[src/rtl/oc_pkg.sv]
package oc_pkg;
  typedef enum logic [2:0] {
    OC_OFF  = 3'd0,
    OC_SET  = 3'd1,
    OC_CLR  = 3'd2,
    OC_TGL  = 3'd3,
    OC_DUAL = 3'd4,
    OC_PWM  = 3'd5
  } oc_mode_e;
endpackage

[src/rtl/oc_match.sv]
module oc_match #(
  parameter int W = 16
) (
  input  logic [W-1:0] tmr_i,
  input  logic [W-1:0] ref_i,
  output logic         hit_o
);
  assign hit_o = (tmr_i == ref_i);
endmodule

[src/rtl/oc_duty_buf.sv]
module oc_duty_buf #(
  parameter int W = 16
) (
  input  logic         clk_i,
  input  logic         rst_ni,
  input  logic         wrap_i,
  input  logic [W-1:0] duty_i,
  input  logic [W-1:0] tmr_i,
  output logic         duty_nz_o,
  output logic         duty_end_o
);
  localparam int WE = W + 1;

  logic [W-1:0] duty_q;

  always_ff @(posedge clk_i or negedge rst_ni) begin
    if (!rst_ni)     duty_q <= '0;
    else if (wrap_i) duty_q <= duty_i;
  end

  assign duty_nz_o = |duty_i;
  // widened so that a duty beyond the last count never ends the pulse
  assign duty_end_o = (WE'(tmr_i) + WE'(1)) == WE'(duty_q);

  p_duty_hold_r9: assert property (@(posedge clk_i) disable iff (!rst_ni)
    !wrap_i |=> $stable(duty_q));
  p_duty_load_r7: assert property (@(posedge clk_i) disable iff (!rst_ni)
    wrap_i |=> duty_q == $past(duty_i));
endmodule

[src/rtl/oc_pin_ctrl.sv]
module oc_pin_ctrl
  import oc_pkg::*;
(
  input  logic     clk_i,
  input  logic     rst_ni,
  input  oc_mode_e mode_i,
  input  logic     hit_pri_i,
  input  logic     hit_sec_i,
  input  logic     wrap_i,
  input  logic     duty_nz_i,
  input  logic     duty_end_i,
  output logic     pin_o
);
  logic pin_q, pin_d;

  always_comb begin
    pin_d = pin_q;
    case (mode_i)
      OC_OFF:  pin_d = 1'b0;
      OC_SET:  if (hit_pri_i) pin_d = 1'b1;
      OC_CLR:  if (hit_pri_i) pin_d = 1'b0;
      OC_TGL:  if (hit_pri_i) pin_d = ~pin_q;
      OC_DUAL: begin
        if (hit_sec_i)      pin_d = 1'b0;
        else if (hit_pri_i) pin_d = 1'b1;
      end
      OC_PWM: begin
        if (wrap_i)          pin_d = duty_nz_i;
        else if (duty_end_i) pin_d = 1'b0;
      end
      default: pin_d = pin_q;
    endcase
  end

  always_ff @(posedge clk_i or negedge rst_ni) begin
    if (!rst_ni) pin_q <= 1'b0;
    else         pin_q <= pin_d;
  end

  assign pin_o = pin_q;

  p_off_low_r1: assert property (@(posedge clk_i) disable iff (!rst_ni)
    mode_i == OC_OFF |=> !pin_o);
  p_set_hit_r2: assert property (@(posedge clk_i) disable iff (!rst_ni)
    (mode_i == OC_SET && hit_pri_i) |=> pin_o);
  p_clr_wait_r3: assert property (@(posedge clk_i) disable iff (!rst_ni)
    (mode_i == OC_CLR && !hit_pri_i) |=> $stable(pin_o));
  p_tgl_flip_r4: assert property (@(posedge clk_i) disable iff (!rst_ni)
    (mode_i == OC_TGL && hit_pri_i) |=> pin_o != $past(pin_o));
  p_dual_reset_r5: assert property (@(posedge clk_i) disable iff (!rst_ni)
    (mode_i == OC_DUAL && hit_sec_i) |=> !pin_o);
  p_pwm_zero_r7: assert property (@(posedge clk_i) disable iff (!rst_ni)
    (mode_i == OC_PWM && wrap_i && !duty_nz_i) |=> !pin_o);
  p_pwm_end_r8: assert property (@(posedge clk_i) disable iff (!rst_ni)
    (mode_i == OC_PWM && !wrap_i && duty_end_i) |=> !pin_o);
endmodule

[src/rtl/oc_channel.sv]
module oc_channel
  import oc_pkg::*;
#(
  parameter int W = 16
) (
  input  logic         clk_i,
  input  logic         rst_ni,
  input  logic [2:0]   mode_i,
  input  logic [W-1:0] cmp_pri_i,
  input  logic [W-1:0] cmp_sec_i,
  input  logic [W-1:0] tmr_i,
  input  logic         tmr_wrap_i,
  output logic         pin_o
);
  localparam int NCMP = 2;

  logic [NCMP-1:0][W-1:0] refs;
  logic [NCMP-1:0]        hits;
  logic                   duty_nz, duty_end;

  assign refs[0] = cmp_pri_i;
  assign refs[1] = cmp_sec_i;

  for (genvar g = 0; g < NCMP; g++) begin : g_cmp
    oc_match #(.W(W)) u_match (
      .tmr_i(tmr_i),
      .ref_i(refs[g]),
      .hit_o(hits[g])
    );
  end

  oc_duty_buf #(.W(W)) u_duty (
    .clk_i     (clk_i),
    .rst_ni    (rst_ni),
    .wrap_i    (tmr_wrap_i),
    .duty_i    (cmp_sec_i),
    .tmr_i     (tmr_i),
    .duty_nz_o (duty_nz),
    .duty_end_o(duty_end)
  );

  oc_pin_ctrl u_pin (
    .clk_i     (clk_i),
    .rst_ni    (rst_ni),
    .mode_i    (oc_mode_e'(mode_i)),
    .hit_pri_i (hits[0]),
    .hit_sec_i (hits[1]),
    .wrap_i    (tmr_wrap_i),
    .duty_nz_i (duty_nz),
    .duty_end_i(duty_end),
    .pin_o     (pin_o)
  );
endmodule

[config.mk]
export PLATFORM = sky130hd
export DESIGN_NAME = oc_channel
export DESIGN_NICKNAME = d
export VERILOG_FILES = /design/src/rtl/oc_pkg.sv /design/src/rtl/oc_match.sv /design/src/rtl/oc_duty_buf.sv /design/src/rtl/oc_pin_ctrl.sv /design/src/rtl/oc_channel.sv
export SDC_FILE = /design/constraint.sdc
export NUM_CORES = 1
export LEC_CHECK = 0
export BUFFER_PORTS_ARGS = -buffer_cell sky130_fd_sc_hd__buf_4
export CAP_MARGIN = 20
export CELL_PAD_IN_SITES_DETAIL_PLACEMENT = 1
export CELL_PAD_IN_SITES_GLOBAL_PLACEMENT = 1
export CORE_MARGIN = 2
export CORE_UTILIZATION = 41
export CTS_BUF_LIST = sky130_fd_sc_hd__clkbuf_4 sky130_fd_sc_hd__clkbuf_8
export CTS_CLUSTER_SIZE = 40
export DETAILED_ROUTE_END_ITERATION = 16
export GPL_ROUTABILITY_DRIVEN = 0
export PLACE_DENSITY = 0.95
export SLEW_MARGIN = 5
export SYNTH_ARGS = -nofsm -noshare
export SYNTH_HDL_FRONTEND = slang
export SYNTH_SLANG_ARGS = --single-unit
[constraint.sdc]
create_clock -name clk_i -period 3 [get_ports clk_i]
set_input_delay 0.6 -clock clk_i [delete_from_list [all_inputs] [get_ports clk_i]]
set_output_delay 0.6 -clock clk_i [all_outputs]
set_load 0.005 [all_outputs]
==> results of run 1 <==
## cell usage after synthesis, drive strengths merged (3+ instances only)
cell | count | area share
nor2 | 14 | 0.031
nand3 | 8 | 0.024
inv | 4 | 0.0089
clkbuf | 5 | 0.012
a21oi | 3 | 0.0089
nor4 | 13 | 0.048
nand2 | 6 | 0.013
xnor2 | 29 | 0.15
xor2 | 23 | 0.12
dfrtp | 17 | 0.25
nand4 | 10 | 0.046
mux2 | 16 | 0.11
buf | 8 | 0.023
## kinds of logic (layout without fill, tap and decap cells)
| family | Yosys count | count (layout) | share of synthesized area |
|---|---|---|---|
| muxes | 17 | 17 | 0.113 |
| buffers and inverters | 17 | 62 | 0.0440 |
| xor gates and xnor gates | 52 | 52 | 0.271 |
| AOI/OAI and AO/OA | 19 | 19 | 0.0872 |
| adders and majority gates | 1 | 1 | 0.00746 |
| and+or+nand+nor | 65 | 65 | 0.223 |
| DFF | 17 | 17 | 0.254 |
## flip-flops by register name, indices dropped and copies added, names as in the netlist
signal         count
u_duty.duty_q     16
u_pin.pin_o        1
## power by group
| part | internal, mW | switching, mW |
|---|---|---|
| Clock | 0.0920 | 0.0749 |
| Sequential | 0.253 | 0.0234 |
| Combinational | 0.138 | 0.130 |
| Total | 0.484 | 0.228 |
## cells in the final DEF (no fill, tap or decap), types with 2 or more instances in the layout
master and instances:
sky130_fd_sc_hd__buf_4 54, sky130_fd_sc_hd__xnor2_1 29, sky130_fd_sc_hd__xor2_1 23, sky130_fd_sc_hd__dfrtp_1 17, sky130_fd_sc_hd__mux2_2 16, sky130_fd_sc_hd__nor2_1 14, sky130_fd_sc_hd__nor4_1 13, sky130_fd_sc_hd__nand4_1 9
sky130_fd_sc_hd__nand3_1 8, sky130_fd_sc_hd__nand2_1 6, sky130_fd_sc_hd__inv_1 4, sky130_fd_sc_hd__a21oi_1 3, sky130_fd_sc_hd__clkbuf_8 3, sky130_fd_sc_hd__nand2b_1 2, sky130_fd_sc_hd__nor3_1 2, sky130_fd_sc_hd__o31ai_1 2
sky130_fd_sc_hd__o21ai_1 2, sky130_fd_sc_hd__a211oi_1 2
## critical path, cell delays in order
cell and delay, ns:
sky130_fd_sc_hd__buf_4 0.13, sky130_fd_sc_hd__ha_1 0.24, sky130_fd_sc_hd__nand2_1 0.11, sky130_fd_sc_hd__o31a_1 0.27, sky130_fd_sc_hd__or4_1 0.40, sky130_fd_sc_hd__a32oi_1 0.21
sky130_fd_sc_hd__a41o_1 0.22, sky130_fd_sc_hd__o211ai_2 0.07
## worst paths after layout
kind                                    end  slack, ns  cells past startpoint
max                             u_pin.pin_o       0.87                      8
min                        u_duty.duty_q[5]       0.21                      1
max reg2reg                     u_pin.pin_o       1.16                      5
min reg2reg                u_duty.duty_q[0]       0.54                      1
max in group asynchronous  u_duty.duty_q[0]       2.60                      1
min in group clk_i         u_duty.duty_q[0]       0.54                      1
## layout make-up
cell class	count	area, µm²
clock buffers	3	41.3
clock inverters	1	5.00
fillers	480	1840
inverters	4	15.0
multi-input cells	154	1180
flip-flops and latches	17	425
well taps	50	62.6
repair buffers	54	405
## per-stage QoR
| stage | utilization | hold slack (ns) |
|---|---|---|
| 3_3_place_gp | 0.526 | 0.475 |
| 6_report | 0.537 | 0.206 |
| 5_1_grt | 0.537 | 0.206 |
| 3_5_place_dp | 0.526 | 0.480 |
| 4_1_cts | 0.537 | 0.208 |
| 2_1_floorplan | - | 0.304 |
## per-layer routing
metal / part of all wire / vias up
met3: 0.059 / 8
met5: 0 / -
met1: 0.41 / 806
met4: 0.011 / 0
met2: 0.52 / 59
li1: - / 766
==> impl_summary.txt, run 1 <==
----------------------------------------------------
[Status]
  Result of the run ... finished clean

[Clocking]
  Total CTS buffers ... 3
  H-Tree Level Count ... 1
  Root cell of the clock tree ... sky130_fd_sc_hd__clkbuf_8
  Hold-fix buffers at CTS ... 0
  Clock-pin slew on the worst setup and hold paths ... 0.07 ns
  Clock tree from TritonCTS ... built
  Number of buffers on the longest clock path ... 2
  CTS sink count ... 17
  Worst skew pair latency ... between 0.2 and 0.3 ns
  Post-CTS setup-driven buffer insertion count ... 0
  Post-cts gate resize count ... 0

[Finish]
  Summed area of non-filler cells in the final layout ... roughly 2100 µm²
  Share of final-layout standard cells stronger than drive strength 1 ... 0.343
  Layout overhead on the synthesized area ... 27.1%
  Number of antenna cells inserted ... 0
  Final layout net count ... just under 300
  Number of cells in the finished layout apart from fillers ... 283

[Setup path]
  Highest net fanout along the worst path ... 6
  Worst Setup SP ... tmr_i[0]
  Critical path start-end classification ... in2reg
  Data required, critical path ... ~3.1 ns
  Startpoint type of the worst setup path ... input pin
  Arrival time of the worst setup path ... between 2 and 2.5 ns
  Reg2Reg Launch Point ... u_duty.duty_q[11]
  Endpoint kind of the worst setup timing path ... register

[Timing]
  Transition time at the pin with the least slew margin ... ~0.45 ns
  Crit path setup slack, layout ... between 0.8 and 0.9 ns
  RSZ-0062 raised after global routing ... false
  Max-slew violations ... 0
  Fin. Hold Viols ... 0
  Final Critical Period ... between 2 and 2.5 ns
  Worst setup skew after layout ... between 0.003 and 0.004 ns
  Fmax ... between 400 and 500 MHz
  Setup TNS Final ... 0 ns
  Relative slew margins ... 0.700
  Portion of the clock cycle consumed by the worst path in the final layout ... 0.711
  Final setup vio count ... 0

[Floorplan]
  Initial standard-cell utilization of the core ... 0.422
  Standard-cell rows ... 23
  Placeable core region ... about 4000 µm²
  Top-level port count ... 55
  Area of the die ... roughly 4600 µm²
  Die X-Extent ... a little under 70 µm
  Die Y ... 68.0 µm

[Power and ir drop]
  Maximum vdd drop ... approximately 0.36 mV
  Total power ... about 0.71 mW
  Power density cells ... approximately 330 nW/µm²
  Leakage Power ... between 0.8 and 0.9 nW

[Route]
  Number of nets with antenna violations after routing ... 0
  DRC violation total after the first TritonRoute iteration ... roughly 140
  Via total after detailed routing ... ~1600
  Final wirelength ... roughly 5.3 mm
  Routed via count divided by cell count ... 5.79
  1st-pass router iterations ... 4
  Average wire per cell in the routed design ... approximately 19 µm
  DR DRC count ... 0

[Global route]
  Met2 usage ... 0.454
  Met1 track demand over resource ... 0.310
  Congestion Overflow GR ... 0
  Global-route wire length before repair ... ~8.6 mm
  Number of global-route vias before repair ... approximately 1800
  Busiest layer in global routing ... met2
  Maximum number of pins on one net before global-route repair ... 20
  Initial antenna violation count ... 0
  Met3 track demand over resource in global routing ... 0.0296
  GR Util All Layers ... 0.249

[Logic synthesis]
  Flip-flop and latch count after synthesis ... 17
  Count of flip-flops with a built-in enable after synthesis ... 0
  Yosys warns ... 0
  Unique cell type count in the Yosys netlist ... 43
  Seq/Total Area, Yosys ... 0.254
  Most used DFF post-synth ... sky130_fd_sc_hd__dfrtp_1
  Cell area after synthesis ... approximately 1700 µm²
  Proportion of register bits with asynchronous set or reset after synthesis ... 1.00
  Gate Count Post-Synth ... between 150 and 200
  Syn nets ... around 240
  Post-synthesis average cell area ... 8.92 µm²

[Worst hold path]
  Worst hold-check path type ... in2async

[Run]
  Max_cap viols ... 0

[Placement]
  Placement Cell Area ... approximately 2100 µm²
  Dpl cells ... 279
  Number of buffers inserted by port buffering ... 54
  Pre-CTS WS ... about 0.60 ns
  Placed wire-length estimate after detailed placement ... between 4 and 5 mm

----------------------------------------------------
Power figures use the tool's default switching activity.
==> run 2, diff against run 1 <==
Settings changed: CORE_UTILIZATION 41 to 39.
Clock period 3 ns to 2.1 ns, I/O delays scaled along.
==> run 2 against run 1 <==
Against the previous run:
- register-to-register slack got worse by 0.95 ns
- utilization increased by 0.40 points
- highest routed layer unchanged
- design area increased by 2.9%
- die area increased by 4.8%
- final cell count increased by 2.8%
- sequential power increased by 43%
- clock power increased by 51%
==> impl_summary.txt, run 2 (synthesis gave the netlist of run 1 again) <==
----------------------------------------------------
[Clocking]
  Root cell of the clock tree ... sky130_fd_sc_hd__clkbuf_8
  Worst skew pair latency ... 0.25 ns (about the same)
  CTS sink count ... 17 (unchanged)
  Hold-fix buffers at CTS ... 0 (unchanged)
  Post-cts gate resize count ... 0 (unchanged)
  Number of buffers on the longest clock path ... 2 (unchanged)
  Clock-pin slew on the worst setup and hold paths ... 0.07 ns (about the same)
  Clock tree from TritonCTS ... built
  Post-CTS setup-driven buffer insertion count ... 0 (unchanged)
  Total CTS buffers ... 3 (unchanged)
  H-Tree Level Count ... 1 (unchanged)

[Global route]
  Number of global-route vias before repair ... 1820 (+1.3%)
  Maximum number of pins on one net before global-route repair ... 20 (unchanged)
  GR Util All Layers ... 0.244 (-0.00519)
  Initial antenna violation count ... 0 (unchanged)
  Congestion Overflow GR ... 0 (unchanged)
  Global-route wire length before repair ... 9.43 mm (+10%)

[Power and ir drop]
  Total power ... 1.05 mW (+47%)
  Power density cells ... 476 nW/µm² (+43%)
  Leakage Power ... 0.906 nW (+4.4%)
  Maximum vdd drop ... 0.438 mV (+21%)

[Timing]
  Setup TNS Final ... 0 ns (unchanged)
  Fin. Hold Viols ... 0 (unchanged)
  Worst setup skew after layout ... 0.00568 ns (+0.00244 ns)
  Max-slew violations ... 0 (unchanged)
  Fmax ... between 500 and 600 MHz
  Final setup vio count ... 0 (unchanged)
  RSZ-0062 raised after global routing ... false
  Crit path setup slack, layout ... 0.170 ns (-0.698 ns)
  Transition time at the pin with the least slew margin ... 0.493 ns (+0.0471 ns)
  Final Critical Period ... 1.93 ns
  Relative slew margins ... 0.668 (-0.0317)
  Portion of the clock cycle consumed by the worst path in the final layout ... 0.919

[Route]
  DRC violation total after the first TritonRoute iteration ... 86 (-37%)
  Routed via count divided by cell count ... 5.71 (-1.4%)
  DR DRC count ... 0 (unchanged)
  1st-pass router iterations ... 4 (unchanged)
  Average wire per cell in the routed design ... 19.3 µm (+2.9%)
  Final wirelength ... 5.62 mm (+5.8%)
  Number of nets with antenna violations after routing ... 0 (unchanged)
  Via total after detailed routing ... 1662 (+1.4%)

[Finish]
  Layout overhead on the synthesized area ... 30.9%
  Summed area of non-filler cells in the final layout ... 2200 µm² (+2.9%)
  Flip-flop count of the largest register, all copies and words added ... 16 (unchanged)
  Share of final-layout standard cells stronger than drive strength 1 ... 0.365 (+0.0218)
  Largest reg by FF count ... u_duty.duty_q
  Most frequent cells in the layout ... sky130_fd_sc_hd__buf_4 (62), sky130_fd_sc_hd__xnor2_1 (29), sky130_fd_sc_hd__xor2_1 (23)
  Fin util ... 0.541 (+0.00399)
  Number of antenna cells inserted ... 0 (unchanged)
  Most common library cell in the layout ignoring fill and taps ... sky130_fd_sc_hd__buf_4
  Final layout net count ... 297 (+2.8%)

[Floorplan]
  Standard-cell rows ... 23 (unchanged)
  Top-level port count ... 55 (unchanged)
  Die X-Extent ... 69.6 µm (+2.4%)
  Area of the die ... 4840 µm² (+4.8%)
  Die Y ... 69.6 µm (+2.4%)
  Placeable core region ... 4060 µm² (+2.2%)
  Initial standard-cell utilization of the core ... 0.414 (-0.00899)

[Setup path]
  Cell count of the worst reg-to-reg path ... 5 (unchanged)
  Startpoint type of the worst setup path ... input pin
  Critical path start-end classification ... in2reg
  Arrival time of the worst setup path ... 2.06 ns (-0.20 ns)
  Data required, critical path ... 2.23 ns (-0.90 ns)
  Highest net fanout along the worst path ... 6 (unchanged)
  Capturing point of the worst reg2reg path ... u_pin.pin_o
  Slack of the worst reg-to-reg path ... 0.21 ns (-0.95 ns)
  Endpoint kind of the worst setup timing path ... register
  Reg2Reg Launch Point ... u_duty.duty_q[11]

[Placement]
  Placed wire-length estimate after detailed placement ... 4.75 mm (+8.1%)
  Number of buffers inserted by port buffering ... 54 (unchanged)
  Placement Cell Area ... 2150 µm² (+2.9%)
  Pre-CTS WS ... -0.0112 ns (-0.608 ns)

[Status]
  Result of the run ... finished clean

[Run]
  Max_cap viols ... 0 (unchanged)

[Worst hold path]
  Worst hold-check path type ... in2async

----------------------------------------------------
-- run 2: area by class of cell --
class | instances | area (µm²)
flip-flops and latches | 17 | 425
inverters | 4 | 15.0
fillers | 471 | 1860
repair buffers | 62 | 465
clock buffers | 4 | 48.8
multi-input cells | 154 | 1180
well taps | 50 | 62.6
-- run 2: worst max path at each step --
stage                     slack, ns  cells past startpoint      start     endpoint
after CTS                      0.24                      7   tmr_i[5]  u_pin.pin_o
after detailed placement      -0.01                      7   tmr_i[5]  u_pin.pin_o
final                          0.17                      7   tmr_i[6]  u_pin.pin_o
after global placement         0.06                      7   tmr_i[5]  u_pin.pin_o
after global routing           0.11                      7  tmr_i[14]  u_pin.pin_o
after floorplan                0.07                      7   tmr_i[3]  u_pin.pin_o
-- run 2: layer usage --
metal | wire length (µm) | track usage | vias up | share of wire
li1 | - | - | 786 | -
met1 | 2550 | 0.325 | 807 | 0.45
met2 | 2710 | 0.426 | 61 | 0.48
met3 | 269 | 0.0276 | 8 | 0.048
met4 | 82 | 0.0501 | 0 | 0.015
met5 | 0 | 0 | - | 0
-- run 2: worst max-delay path: stages --
cell	delay, ns
sky130_fd_sc_hd__buf_4	0.15
sky130_fd_sc_hd__nand3_1	0.17
sky130_fd_sc_hd__or4_4	0.52
sky130_fd_sc_hd__and3_2	0.19
sky130_fd_sc_hd__a211oi_1	0.34
sky130_fd_sc_hd__or3_1	0.19
sky130_fd_sc_hd__o211ai_2	0.07
-- run 2: report_power, final --
part           total [mW]  internal, mW  leakage [nW]  switching (mW)
combinational       0.395         0.205         0.680           0.190
clock               0.253         0.147        0.0262           0.106
sequential          0.397         0.362         0.200          0.0354
-- run 2: through the flow --
step | cells | hold WS (ns)
2_1_floorplan | 188 | 0.124
3_3_place_gp | 287 | 0.294
3_5_place_dp | 287 | 0.297
4_1_cts | 291 | 0.0309
5_1_grt | 291 | 0.0319
6_report | 291 | 0.0275
==> run 3, diff against run 2 <==
Settings changed: ABC_AREA from default to 1, BUFFER_PORTS_ARGS -buffer_cell sky130_fd_sc_hd__buf_4 to default, CORE_UTILIZATION 39 to 45, DONT_BUFFER_PORTS from default to 1.
==> run 3 against run 2 <==
Against the previous run:
- non-clock buffer count down 61
- wire length up 14%
- sequential power down 4%
- critical path depth up 4
- synthesized area up 16%
- sequential share of layout area up 1.6 points
- total power down 9.1%
- design area down 7.8%
- count of clock-buffer cells in the layout unchanged
- largest cell class unchanged
- largest power group unchanged
==> impl_summary.txt, run 3 <==
----------------------------------------------------
[Logic synthesis]
  Flip-flop and latch count after synthesis ... 17 (unchanged)
  Dominant cells by area after synthesis ... sky130_fd_sc_hd__dfrtp_1 (22%), sky130_fd_sc_hd__nand2_1 (21%), sky130_fd_sc_hd__xor2_1 (11%)
  Share of Yosys cell area claimed by the top area cell type ... 0.218 (-0.0353)
  Most used DFF post-synth ... sky130_fd_sc_hd__dfrtp_1
  Count of flip-flops with a built-in enable after synthesis ... 0 (unchanged)
  Cell area after synthesis ... 1950 µm² (+16%)
  Unique cell type count in the Yosys netlist ... 26 (-40%)
  Top cells by instance count after synthesis ... sky130_fd_sc_hd__nand2_1 (111), sky130_fd_sc_hd__nor2_1 (39), sky130_fd_sc_hd__inv_1 (38)
  Proportion of register bits with asynchronous set or reset after synthesis ... 1.00 (unchanged)
  Cell with the most instances after synthesis ... sky130_fd_sc_hd__nand2_1
  Gate Count Post-Synth ... 323 (+72%)
  Yosys warns ... 0 (unchanged)
  Seq/Total Area, Yosys ... 0.218 (-0.0353)
  Yosys top cell by area ... sky130_fd_sc_hd__dfrtp_1
  Post-synthesis average cell area ... 6.04 µm² (-32%)
  Syn nets ... 378 (+56%)

[Clocking]
  Number of buffers on the longest clock path ... 2 (unchanged)
  H-Tree Level Count ... 1 (unchanged)
  Worst skew pair latency ... 0.26 ns (about the same)
  Root cell of the clock tree ... sky130_fd_sc_hd__clkbuf_8
  CTS sink count ... 17 (unchanged)
  Clock-pin slew on the worst setup and hold paths ... 0.08 ns (about the same)
  Clock tree from TritonCTS ... built
  Post-cts gate resize count ... 0 (unchanged)
  Post-CTS setup-driven buffer insertion count ... 0 (unchanged)
  Total CTS buffers ... 3 (unchanged)

[Run]
  Max_cap viols ... 0 (unchanged)

[Setup path]
  Highest net fanout along the worst path ... 2 (-4)
  Startpoint type of the worst setup path ... register
  Arrival time of the worst setup path ... 1.92 ns (-0.14 ns)
  Data required, critical path ... 2.25 ns (+0.02 ns)
  Cell count of the worst reg-to-reg path ... 11 (+6)
  Endpoint kind of the worst setup timing path ... register
  Critical path start-end classification ... reg2reg

[Route]
  DRC violation total after the first TritonRoute iteration ... 66 (-23%)
  DR DRC count ... 0 (unchanged)
  Final wirelength ... 6.38 mm (+14%)
  1st-pass router iterations ... 4 (unchanged)
  Average wire per cell in the routed design ... 17.3 µm (-10%)
  Via total after detailed routing ... 2031 (+22%)
  Number of nets with antenna violations after routing ... 0 (unchanged)
  Routed via count divided by cell count ... 5.52 (-3.4%)

[Timing]
  Relative slew margins ... 0.392 (-0.277)
  Fmax ... 565 MHz (+9.0%)
  Crit path setup slack, layout ... 0.330 ns (+0.159 ns)
  Fin. Hold Viols ... 0 (unchanged)
  Setup TNS Final ... 0 ns (unchanged)
  Transition time at the pin with the least slew margin ... 0.910 ns (+0.416 ns)
  Final setup vio count ... 0 (unchanged)
  RSZ-0062 raised after global routing ... false
  Worst setup skew after layout ... 0.00106 ns (-0.00462 ns)
  Portion of the clock cycle consumed by the worst path in the final layout ... 0.843 (-0.0759)
  Final Critical Period ... 1.77 ns (-0.159 ns)
  Max-slew violations ... 0 (unchanged)

[Finish]
  Fin util ... 0.495 (-0.0458)
  Largest reg by FF count ... u_duty.duty_q
  Flip-flop count of the largest register, all copies and words added ... 16 (unchanged)
  Most frequent cells in the layout ... sky130_fd_sc_hd__nand2_1 (111), sky130_fd_sc_hd__nor2_1 (39), sky130_fd_sc_hd__inv_1 (38)
  Share of final-layout standard cells stronger than drive strength 1 ... 0.0943 (-0.271)
  Summed area of non-filler cells in the final layout ... 2020 µm² (-7.8%)
  Layout overhead on the synthesized area ... 3.85%
  Most common library cell in the layout ignoring fill and taps ... sky130_fd_sc_hd__nand2_1
  Number of antenna cells inserted ... 0 (unchanged)
  Final layout net count ... 374 (+26%)

[Global route]
  Global-route wire length before repair ... 10.3 mm (+8.9%)
  Maximum number of pins on one net before global-route repair ... 29 (+45%)
  Number of global-route vias before repair ... 2126 (+17%)
  Congestion Overflow GR ... 0 (unchanged)
  GR Util All Layers ... 0.267 (+0.0228)
  Initial antenna violation count ... 0 (unchanged)

[Worst hold path]
  Worst hold-check path type ... in2reg
  Hold Path Cell Cnt ... 1

[Placement]
  Placement Cell Area ... 1970 µm² (-8.4%)
  Pre-CTS WS ... 0.168 ns (+0.179 ns)
  Number of buffers inserted by port buffering ... 0 (-100%)
  Placed wire-length estimate after detailed placement ... 5.02 mm (+5.6%)

[Floorplan]
  Die X-Extent ... 69.8 µm (+0.32%)
  Top-level port count ... 55 (unchanged)
  Die Y ... 69.8 µm (+0.32%)
  Initial standard-cell utilization of the core ... 0.477 (+0.0635)
  Standard-cell rows ... 23 (unchanged)
  Placeable core region ... 4090 µm² (+0.71%)
  Area of the die ... 4870 µm² (+0.65%)

[Power and ir drop]
  Gate power share ... 0.299 (-0.079)
  Cell-internal power ... 0.625 mW (-12%)
  Power density cells ... 470 nW/µm² (-1.4%)
  Leakage Power ... 1.04 nW (+15%)
  Maximum vdd drop ... 0.280 mV (-36%)
  Switch share ... 0.342 (+0.0255)
  Part of the power in the clock network ... 0.299 (+0.057)
  Relative contribution of sequential cells to total power ... 0.402 (+0.022)
  Switching power ... 0.325 mW (-1.7%)

[Status]
  Result of the run ... finished clean

----------------------------------------------------
run 3: cell types whose count changed after synthesis, sizes merged, moves of 3 or more:
| cell | previous run | this run |
|---|---|---|
| clkinv | 0 | 3 |
| inv | 4 | 42 |
| mux2 | 16 | 6 |
| nand2 | 6 | 115 |
| nand3 | 8 | 22 |
| nand4 | 10 | 6 |
| nor2 | 14 | 46 |
| nor4 | 13 | 4 |
| o21ai | 2 | 10 |
| xnor2 | 29 | 8 |
run 3: worst max-delay path, stage by stage (launching register included):
cell	delay, ns
sky130_fd_sc_hd__dfrtp_1	0.44
sky130_fd_sc_hd__xnor2_1	0.34
sky130_fd_sc_hd__o21bai_1	0.17
sky130_fd_sc_hd__nand2_1	0.06
sky130_fd_sc_hd__inv_1	0.06
sky130_fd_sc_hd__nand2_1	0.05
sky130_fd_sc_hd__nor2_1	0.12
sky130_fd_sc_hd__nand3_1	0.08
sky130_fd_sc_hd__nand2_1	0.10
sky130_fd_sc_hd__nand2_1	0.06
sky130_fd_sc_hd__nand2_1	0.10
sky130_fd_sc_hd__nand2_1	0.07
run 3: layout make-up:
class	count	area, µm²
inverters	45	169
multi-input cells	251	1310
well taps	50	62.6
flip-flops and latches	17	425
repair buffers	1	10.0
fillers	597	2060
clock buffers	4	48.8
run 3: timing repair:
item,4_1_cts,5_1_grt
setup endpoints to repair,0,0
endpoints found under the hold margin,17,0
hold buffers,1,0
run 3: power groups by stage:
| stage | clock network [mW] | logic, mW | registers, mW |
|---|---|---|---|
| 5_1_grt | 0.299 | 0.319 | 0.385 |
| 2_1_floorplan | 0 | 0.236 | 0.380 |
| 6_report | 0.285 | 0.284 | 0.382 |
| 3_5_place_dp | 0 | 0.269 | 0.387 |
| 4_1_cts | 0.285 | 0.284 | 0.381 |
| 3_3_place_gp | 0 | 0.251 | 0.384 |
run 3: cells by family after synthesis:
family                     synth area share
adders and majority gates           0.00642
buffers and inverters                 0.110
xor gates and xnor gates              0.148
DFF                                   0.218
AOI/OAI and AO/OA                    0.0436
and+or+nand+nor                       0.438
muxes                                0.0347
run 3: path summary, 6_finish.rpt:
check	end	slack (ns)	startpoint
max in group asynchronous	u_duty.duty_q[0]	0.82	rst_ni
setup / recovery	u_pin.pin_o	0.33	u_duty.duty_q[11]
min in group asynchronous	u_duty.duty_q[8]	0.73	rst_ni
setup reg to reg	u_pin.pin_o	0.33	u_duty.duty_q[11]
hold / removal	u_duty.duty_q[6]	0.24	tmr_wrap_i
hold reg to reg	u_duty.duty_q[15]	0.54	u_duty.duty_q[15]
run 3: per-stage QoR:
step           total power, mW  hold WS, ns  instances
2_1_floorplan            0.616        0.124        323
3_3_place_gp             0.635        0.125        363
3_5_place_dp             0.656        0.125        363
4_1_cts                  0.951        0.233        368
5_1_grt                   1.00        0.232        368
6_report                 0.950        0.243        368
run 3: routing by layer:
metal	share of wire	track usage
met5	0	0
met4	0.018	0.0705
met3	0.057	0.0334
met2	0.53	0.494
met1	0.40	0.322
